### src/rtl/fpll_pkg.sv
`timescale 1ns/1ps
package fpll_pkg;
   // sequencing of the shared divider
   typedef enum logic [1:0] {
      ST_IDLE = 2'd0,
      ST_PDIV = 2'd1,
      ST_MDIV = 2'd2,
      ST_RDIV = 2'd3
   } calc_st_t;

   localparam int FRAC_BITS = 12;
   localparam int FN_W      = 16;

   // field layout of the first control word
   localparam int N_LSB   = 0;
   localparam int N_FLD_W = 8;
   localparam int M_LSB   = 8;
   localparam int M_FLD_W = 8;
   localparam int P_LSB   = 16;
   localparam int P_FLD_W = 6;
   localparam int KEEP_LSB = 22;
   localparam int KEEP_W   = 10;

   localparam logic [31:0] MODE_WORD = 32'h5000_0610;
endpackage

### src/rtl/fpll_divider.sv
`timescale 1ns/1ps
module fpll_divider #(
   parameter int DW = 58,
   parameter int VW = 32
) (
   input  logic          clk,
   input  logic          rst_n,
   input  logic          go,
   input  logic [DW-1:0] dividend,
   input  logic [VW-1:0] divisor,
   output logic          busy,
   output logic          done,
   output logic [DW-1:0] quot
);
   localparam int CW = $clog2(DW + 1);

   if (DW < 2) begin : g_bad_dw
      $error("fpll_divider: DW must be at least 2");
   end
   if (VW < 1) begin : g_bad_vw
      $error("fpll_divider: VW must be at least 1");
   end

   logic [DW-1:0] acc;
   logic [VW-1:0] rem;
   logic [VW-1:0] dvs;
   logic [CW-1:0] cnt;
   logic          run;
   logic          done_q;

   logic [VW:0]   trial;
   logic [VW:0]   diff;
   logic          ge;
   logic [VW-1:0] rem_nx;

   always_comb begin
      trial  = {rem, acc[DW-1]};
      ge     = (trial >= {1'b0, dvs});
      diff   = trial - {1'b0, dvs};
      rem_nx = ge ? diff[VW-1:0] : trial[VW-1:0];
   end

   always_ff @(posedge clk or negedge rst_n) begin
      if (!rst_n) begin
         acc    <= '0;
         rem    <= '0;
         dvs    <= '0;
         cnt    <= '0;
         run    <= 1'b0;
         done_q <= 1'b0;
      end else begin
         done_q <= 1'b0;
         if (go && !run) begin
            acc <= dividend;
            rem <= '0;
            dvs <= divisor;
            cnt <= CW'(DW);
            run <= 1'b1;
         end else if (run) begin
            acc <= {acc[DW-2:0], ge};
            rem <= rem_nx;
            cnt <= cnt - CW'(1);
            if (cnt == CW'(1)) begin
               run    <= 1'b0;
               done_q <= 1'b1;
            end
         end
      end
   end

   assign busy = run;
   assign done = done_q;
   assign quot = acc;

   // partial remainder of a restoring divider never reaches the divisor
   p_rem_below_dvs_r3: assert property (@(posedge clk) disable iff (!rst_n)
      (run && dvs != '0) |-> (rem < dvs));

   // completion flag is a single pulse
   p_div_done_pulse_r8: assert property (@(posedge clk) disable iff (!rst_n)
      done |=> !done);
endmodule

### src/rtl/fpll_pack.sv
`timescale 1ns/1ps
module fpll_pack
   import fpll_pkg::*;
#(
   parameter int PW = 6,
   parameter int MW = 8,
   parameter int NW = 8
) (
   input  logic [KEEP_W-1:0] keep,
   input  logic [PW-1:0]     p,
   input  logic [MW-1:0]     m,
   input  logic [NW-1:0]     n,
   input  logic [FN_W-1:0]   fn,
   output logic [31:0]       word0,
   output logic [31:0]       word1
);
   if (PW > P_FLD_W) begin : g_bad_pw
      $error("fpll_pack: P wider than its field");
   end
   if (MW > M_FLD_W) begin : g_bad_mw
      $error("fpll_pack: M wider than its field");
   end
   if (NW > N_FLD_W) begin : g_bad_nw
      $error("fpll_pack: N wider than its field");
   end

   always_comb begin
      word0 = '0;
      word0[KEEP_LSB +: KEEP_W] = keep;
      word0[P_LSB +: PW]        = p;
      word0[M_LSB +: MW]        = m;
      word0[N_LSB +: NW]        = n;
      word1 = '0;
      word1[FN_W-1:0] = fn;
   end
endmodule

### src/rtl/frac_pll_calc.sv
`timescale 1ns/1ps
module frac_pll_calc
   import fpll_pkg::*;
#(
   parameter int CLK_W = 32,
   parameter int PW    = 6,
   parameter int MW    = 8,
   parameter int NW    = 8
) (
   input  logic              clk,
   input  logic              rst_n,
   input  logic              start,
   input  logic [CLK_W-1:0]  ref_khz,
   input  logic [CLK_W-1:0]  tgt_khz,
   input  logic [CLK_W-1:0]  vco_max_khz,
   input  logic [CLK_W-1:0]  vin_max_khz,
   input  logic [PW-1:0]     p_lo,
   input  logic [PW-1:0]     p_hi,
   input  logic [KEEP_W-1:0] ctl0_keep,
   output logic              busy,
   output logic              done,
   output logic              err,
   output logic [PW-1:0]     p_div,
   output logic [MW-1:0]     m_div,
   output logic [NW-1:0]     n_div,
   output logic [FN_W-1:0]   fn_word,
   output logic [CLK_W-1:0]  clk_achieved,
   output logic [31:0]       ctl_word0,
   output logic [31:0]       ctl_word1,
   output logic [31:0]       mode_word
);
   // product tgt*P*M shifted by the fraction width: exact, never overflows
   localparam int DW = CLK_W + PW + MW + FRAC_BITS;
   localparam logic [FN_W-1:0] FN_OFS = FN_W'(1 << FRAC_BITS);

   if (DW < 48) begin : g_bad_dw
      $error("frac_pll_calc: intermediate narrower than 48 bits");
   end
   if (FRAC_BITS + 1 >= FN_W) begin : g_bad_fn
      $error("frac_pll_calc: fraction word too narrow");
   end

   calc_st_t st;
   logic     go_q;

   logic [CLK_W-1:0]  ref_l, tgt_l, vco_l, vin_l;
   logic [PW-1:0]     p_lo_l, p_hi_l;
   logic [KEEP_W-1:0] keep_l;
   logic [PW-1:0]     p_r;
   logic [MW-1:0]     m_r;

   logic [DW-1:0]     dvd;
   logic [CLK_W-1:0]  dvs;
   logic [DW-1:0]     prod;
   logic [DW-1:0]     dq;
   logic              d_busy, d_done;

   logic [PW-1:0]     p_sel;
   logic [NW-1:0]     n_fin;
   logic [FN_W-1:0]   fn_fin;
   logic [31:0]       w0_fin, w1_fin;
   logic              zero_op;

   assign zero_op = (ref_khz == '0) || (tgt_khz == '0) || (vin_max_khz == '0);

   // operand selection for the shared divider
   always_comb begin
      prod = DW'(tgt_l) * DW'(p_r) * DW'(m_r);
      case (st)
         ST_PDIV: begin
            dvd = DW'(vco_l);
            dvs = tgt_l;
         end
         ST_MDIV: begin
            dvd = DW'(ref_l) + DW'(vin_l) - DW'(1);
            dvs = vin_l;
         end
         default: begin
            dvd = prod << FRAC_BITS;
            dvs = ref_l;
         end
      endcase
   end

   fpll_divider #(.DW(DW), .VW(CLK_W)) u_div (
      .clk      (clk),
      .rst_n    (rst_n),
      .go       (go_q),
      .dividend (dvd),
      .divisor  (dvs),
      .busy     (d_busy),
      .done     (d_done),
      .quot     (dq)
   );

   // clamp: upper limit first, lower limit last
   always_comb begin
      if (dq > DW'(p_hi_l)) p_sel = p_hi_l;
      else                  p_sel = dq[PW-1:0];
      if (p_sel < p_lo_l)   p_sel = p_lo_l;
   end

   always_comb begin
      n_fin  = dq[FRAC_BITS +: NW];
      fn_fin = FN_W'({dq[FRAC_BITS-1:0], 1'b0}) - FN_OFS;
   end

   fpll_pack #(.PW(PW), .MW(MW), .NW(NW)) u_pack (
      .keep  (keep_l),
      .p     (p_r),
      .m     (m_r),
      .n     (n_fin),
      .fn    (fn_fin),
      .word0 (w0_fin),
      .word1 (w1_fin)
   );

   always_ff @(posedge clk or negedge rst_n) begin
      if (!rst_n) begin
         st           <= ST_IDLE;
         go_q         <= 1'b0;
         done         <= 1'b0;
         err          <= 1'b0;
         ref_l        <= '0;
         tgt_l        <= '0;
         vco_l        <= '0;
         vin_l        <= '0;
         p_lo_l       <= '0;
         p_hi_l       <= '0;
         keep_l       <= '0;
         p_r          <= '0;
         m_r          <= '0;
         p_div        <= '0;
         m_div        <= '0;
         n_div        <= '0;
         fn_word      <= '0;
         clk_achieved <= '0;
         ctl_word0    <= '0;
         ctl_word1    <= '0;
      end else begin
         go_q <= 1'b0;
         done <= 1'b0;
         case (st)
            ST_IDLE: begin
               if (start) begin
                  if (zero_op) begin
                     done         <= 1'b1;
                     err          <= 1'b1;
                     p_div        <= '0;
                     m_div        <= '0;
                     n_div        <= '0;
                     fn_word      <= '0;
                     clk_achieved <= '0;
                     ctl_word0    <= '0;
                     ctl_word1    <= '0;
                  end else begin
                     err    <= 1'b0;
                     ref_l  <= ref_khz;
                     tgt_l  <= tgt_khz;
                     vco_l  <= vco_max_khz;
                     vin_l  <= vin_max_khz;
                     p_lo_l <= p_lo;
                     p_hi_l <= p_hi;
                     keep_l <= ctl0_keep;
                     go_q   <= 1'b1;
                     st     <= ST_PDIV;
                  end
               end
            end
            ST_PDIV: begin
               if (d_done) begin
                  p_r  <= p_sel;
                  go_q <= 1'b1;
                  st   <= ST_MDIV;
               end
            end
            ST_MDIV: begin
               if (d_done) begin
                  m_r  <= dq[MW-1:0];
                  go_q <= 1'b1;
                  st   <= ST_RDIV;
               end
            end
            default: begin
               if (d_done) begin
                  p_div        <= p_r;
                  m_div        <= m_r;
                  n_div        <= n_fin;
                  fn_word      <= fn_fin;
                  clk_achieved <= tgt_l;
                  ctl_word0    <= w0_fin;
                  ctl_word1    <= w1_fin;
                  done         <= 1'b1;
                  st           <= ST_IDLE;
               end
            end
         endcase
      end
   end

   assign busy      = (st != ST_IDLE);
   assign mode_word = MODE_WORD;

   // P inside the captured limits whenever the limits are ordered
   p_p_in_range_r1: assert property (@(posedge clk) disable iff (!rst_n)
      (done && !err && p_lo_l <= p_hi_l) |-> (p_div >= p_lo_l && p_div <= p_hi_l));

   // fractional word is even and within -4096..4094
   p_fn_span_r4: assert property (@(posedge clk) disable iff (!rst_n)
      (done && !err) |-> (!fn_word[0] &&
         ($signed(fn_word) >= -$signed(FN_OFS)) && ($signed(fn_word) < $signed(FN_OFS))));

   // achieved clock tracks the captured request
   p_clk_echo_r5: assert property (@(posedge clk) disable iff (!rst_n)
      (done && !err) |-> (clk_achieved == tgt_l));

   // packed word agrees with the separate fields
   p_word_fields_r6: assert property (@(posedge clk) disable iff (!rst_n)
      (done && !err) |-> (ctl_word0[P_LSB +: PW] == p_div &&
                          ctl_word0[M_LSB +: MW] == m_div &&
                          ctl_word0[N_LSB +: NW] == n_div &&
                          ctl_word1[FN_W-1:0]    == fn_word));

   // rejected start leaves only zeros
   p_err_zero_r7: assert property (@(posedge clk) disable iff (!rst_n)
      (done && err) |-> (p_div == '0 && m_div == '0 && n_div == '0 &&
                         fn_word == '0 && ctl_word0 == '0 && ctl_word1 == '0));

   // single-cycle completion, never while busy
   p_done_pulse_r8: assert property (@(posedge clk) disable iff (!rst_n)
      done |=> !done);
   p_done_idle_r8: assert property (@(posedge clk) disable iff (!rst_n)
      done |-> !busy);
endmodule

### config.mk
export PLATFORM = sky130hd
export DESIGN_NAME = frac_pll_calc
export DESIGN_NICKNAME = d
export VERILOG_FILES = /design/src/rtl/fpll_pkg.sv /design/src/rtl/fpll_divider.sv /design/src/rtl/fpll_pack.sv /design/src/rtl/frac_pll_calc.sv
export SDC_FILE = /design/constraint.sdc
export NUM_CORES = 2
export LEC_CHECK = 0
export ABC_AREA = 0
export BUFFER_PORTS_ARGS = -buffer_cell sky130_fd_sc_hd__buf_2
export CAP_MARGIN = 20
export CORE_MARGIN = 2
export CORE_UTILIZATION = 25
export DETAILED_ROUTE_END_ITERATION = 16
export SLEW_MARGIN = 5
export SYNTH_ARGS = -nofsm -noshare
export SYNTH_HDL_FRONTEND = slang
export SYNTH_SLANG_ARGS = --single-unit
### constraint.sdc
create_clock -name clk -period 12.24 [get_ports clk]
set_input_delay 0 -clock clk [delete_from_list [all_inputs] [get_ports clk]]
set_output_delay 0 -clock clk [all_outputs]
set_load 0.05 [all_outputs]
==> results by group <==
Clocking
  • CTS tree: done
  • Post CTS Setup Buffer Count: 0
  • Total CTS buffers: 45
  • Clock insertion delay at the later pin of the skew report: a little over 0.6 ns
  • CTS clk-pin slew, worst paths: ~0.06 ns
  • Root Buffer: clkbuf_16
  • CTS Buffer Depth: 3
  • H-tree lvl count: 2
  • Clk sinks: 375

Timing
  • Slew Limit Fails: 0
  • Slew @ Worst Pin: approximately 1.1 ns
  • Final hold vios: 0
  • Final period util: a little over four fifths
  • Clock Skew: roughly 0.030 ns
  • Final min period: a little over 10 ns
  • Post-route setup TNS: 0 ns
  • RSZ-0062 raised after global routing: no
  • Endpoints failing setup: 0
  • Hold Slack: around 0.032 ns
  • Slew HR: roughly 26%
  • Peak Freq: a little under 0.1 GHz

Floorplanning
  • Die Footprint: roughly 150000 um^2
  • Starting Density: ~25%
  • Die Y: 390 um
  • Core ar.: ~150000 um^2
  • Chip Width: between 300 and 400 um
  • Row cnt: about 140
  • Number of I/O pins: 322

Min path
  • Hold Crit Class: in -> async

Routing
  • Via count: 31500
  • DRT antenna net count: 0
  • 1st-iter DRT viols: approximately 2400
  • DR vias/cell: 4.91
  • Wire per inst: 19.6 um
  • 1st-pass router iterations: 6
  • DRC viols: 0
  • Drt total wl: ~130000 um

Worst setup path
  • CP Data Required Time: between 10 and 15 ns
  • Worst r2r path cells: 29
  • Critical path peak fanout: 34
  • Crit path DAT: 10.73 ns
  • Delay of the slowest cell on the worst path: approximately 1.1 ns
  • CP endpoint kind: flip-flop
  • CP startpoint kind: flip-flop
  • Crit path kind: reg -> reg
  • Slowest-stage cell, CP: dfrtp_1
  • Crit-path most repeated cell: fa_1

Cells and area
  • Sequential standard cell area: between 9000 and 10000 um^2
  • FILL cells: about 16000
  • Cell area after layout: between 40000 and 50000 um^2
  • Area of the multi-input gates: between 20000 and 25000 um^2
  • Area grow syn2layout: 15.7%
  • Layout cell share with drive strength beyond 1: 12.0%
  • Most common cell after layout, fill and taps aside: inv_1
  • Nets: between 5000 and 6000
  • Commonest cells after routing, fill and taps aside: inv_1 (563), nand2_1 (474), dfrtp_1 (370), fa_1 (339), and2_1 (327)

Synth
  • Synth Area in Compound Gates: 16.6%
  • Asr flop ratio synth: between 90% and 100%
  • Distinct cell type count after synthesis: a little under 100
  • Seq/Total Area, Yosys: between 20% and 30%
  • Yosys warns: 0
  • Largest family of logic cells by synthesized area: adder cells
  • Simple-gate share of the synthesized area: ~17%
  • Mean post-synth cell area: roughly 8.9 um^2
  • Synthesized cell area: around 37000 um^2
  • Synth Area in Adders: between 20% and 30%
  • Post-synth EDFFs: 0
  • Synth Register Bits: approximately 380
  • Mux cell area share after synthesis: 3.51%
  • Most used DFF post-synth: dfrtp_1
  • Xor-xnor portion of the synthesized cell area: approximately 2.5%
  • Mapped Cells: 4205

Global route
  • Global route overflow: 0
  • Vias in the first global route: 31600
  • Global-route wire length before repair: 193000 um
  • Largest net degree at the start of global routing: roughly 110
  • Initial antenna violation count: 9
  • Global Route Usage Sum: roughly 16%

Flow run
  • MaxCap Viol Count: 0

Placed design
  • GP Congestion: about 0.9
  • Placed inst area: ~40000 um^2
  • # port buffers: around 270
  • Final HPWL DP: around 95000 um

Pwr
  • Overall Power: just over 10000 uW
  • Leakage Power: ~0.021 uW
  • Pwr dens: 241 nW/um^2
  • Worst IR Drop VDD: ~0.24 mV

Run status
  • Outcome: completed
-- path summary, 6_finish.rpt --
path	start	end	slack [ns]
max in group asynchronous	rst_n	tgt_l[26]$_DFFE_PN0P_	8.98
setup / recovery	p_r[5]$_DFFE_PN0P_	u_div.quot[49]$_DFFE_PN0P_	1.96
hold reg to reg	u_div.dvs[29]$_DFFE_PN0P_	u_div.dvs[29]$_DFFE_PN0P_	0.48
min in group clk	vco_max_khz[12]	vco_l[12]$_DFFE_PN0P_	0.14
setup reg to reg	p_r[5]$_DFFE_PN0P_	u_div.quot[49]$_DFFE_PN0P_	1.96
hold / removal	rst_n	vco_l[19]$_DFFE_PN0P_	0.03
-- sequential cells by signal (all words and copies together), names as in the netlist, 7 cells and up --
signal / count
keep_l: 10
vin_l: 32
vco_l: 32
tgt_l: 32
n_div: 7
clk_achieved: 32
u_div.quot: 58
m_div: 7
u_div.dvs: 32
ref_l: 32
ctl_word0: 13
ctl_word1: 12
u_div.rem: 32
m_r: 8
-- worst max-delay path: cells and delay by family, from the launching register on --
family / cells / cell delay [ns]
xor+xnor: 1 / 0.29
compound gates: 10 / 3.01
fa+ha+maj: 9 / 4.40
flops: 1 / 1.07
simple gates: 6 / 1.18
buf+inv: 3 / 0.15
-- cell families after synthesis --
group / Yosys count
XOR/XNOR: 106
AO/OA/AOI/OAI: 931
flip-flops: 375
adder cells (fa/ha/maj): 563
AND/OR/NAND/NOR: 1235
buffers and inverters: 874
other: 2
multiplexers: 119
-- per-stage QoR --
step / worst slack, ns / std cells / utilization [%]
CTS: 2.00 / 6418 / 29.2
global route: 1.40 / 6424 / 29.2
global placement: 2.22 / 6182 / 27.1
finish: 1.96 / 6426 / 29.2
detailed placement: 2.08 / 6182 / 27.1
floorplan: 3.38 / 4253 / -
-- synthesized netlist by cell type (59+ instances only) --
| cell type | n | area (um^2) |
|---|---|---|
| o21ai_0 | 258 | 1290 |
| clkbuf_1 | 184 | 691 |
| ha_1 | 224 | 2800 |
| a22o_1 | 77 | 674 |
| nor2_1 | 123 | 462 |
| and2_1 | 327 | 2050 |
| buf_4 | 91 | 683 |
| a21o_1 | 72 | 541 |
| a21oi_1 | 188 | 941 |
| fa_1 | 339 | 6790 |
| xnor2_1 | 59 | 517 |
| inv_1 | 563 | 2110 |
| nand2_1 | 475 | 1780 |
| mux2_2 | 87 | 980 |
| dfrtp_1 | 375 | 9380 |
-- repair_timing --
action,4_1_cts,5_1_grt
hold buffers,152,0
hold endpoints to repair,265,0
resized for setup,0,0
-- cell type report --
| cell class | count | area share (%) |
|---|---|---|
| Clock buffer | 65 | 2.97 |
| Timing Repair Buffer | 460 | 7.34 |
| Antenna cell | 7 | 0.0406 |
| Sequential cell | 375 | 21.8 |
| Inverter | 566 | 4.92 |
| Multi-Input combinational cell | 3004 | 56.7 |
| Clock inverter | 19 | 0.620 |
| Tap cell | 1930 | 5.60 |
-- layer usage --
layer | track usage [%] | up-vias | share of wire [%]
li1 | - | 14400 | -
met1 | 21.9 | 15800 | 43
met2 | 25.4 | 1156 | 44
met3 | 4.24 | 174 | 9.1
met4 | 5.51 | 4 | 3.3
met5 | 0 | - | 0.022
-- power by group --
group / internal (uW) / switching [uW]
clock: 822 / 600
combinational: 2330 / 3990
sequential: 1790 / 855
total: 4940 / 5440
(Power assumes the default switching activity.)
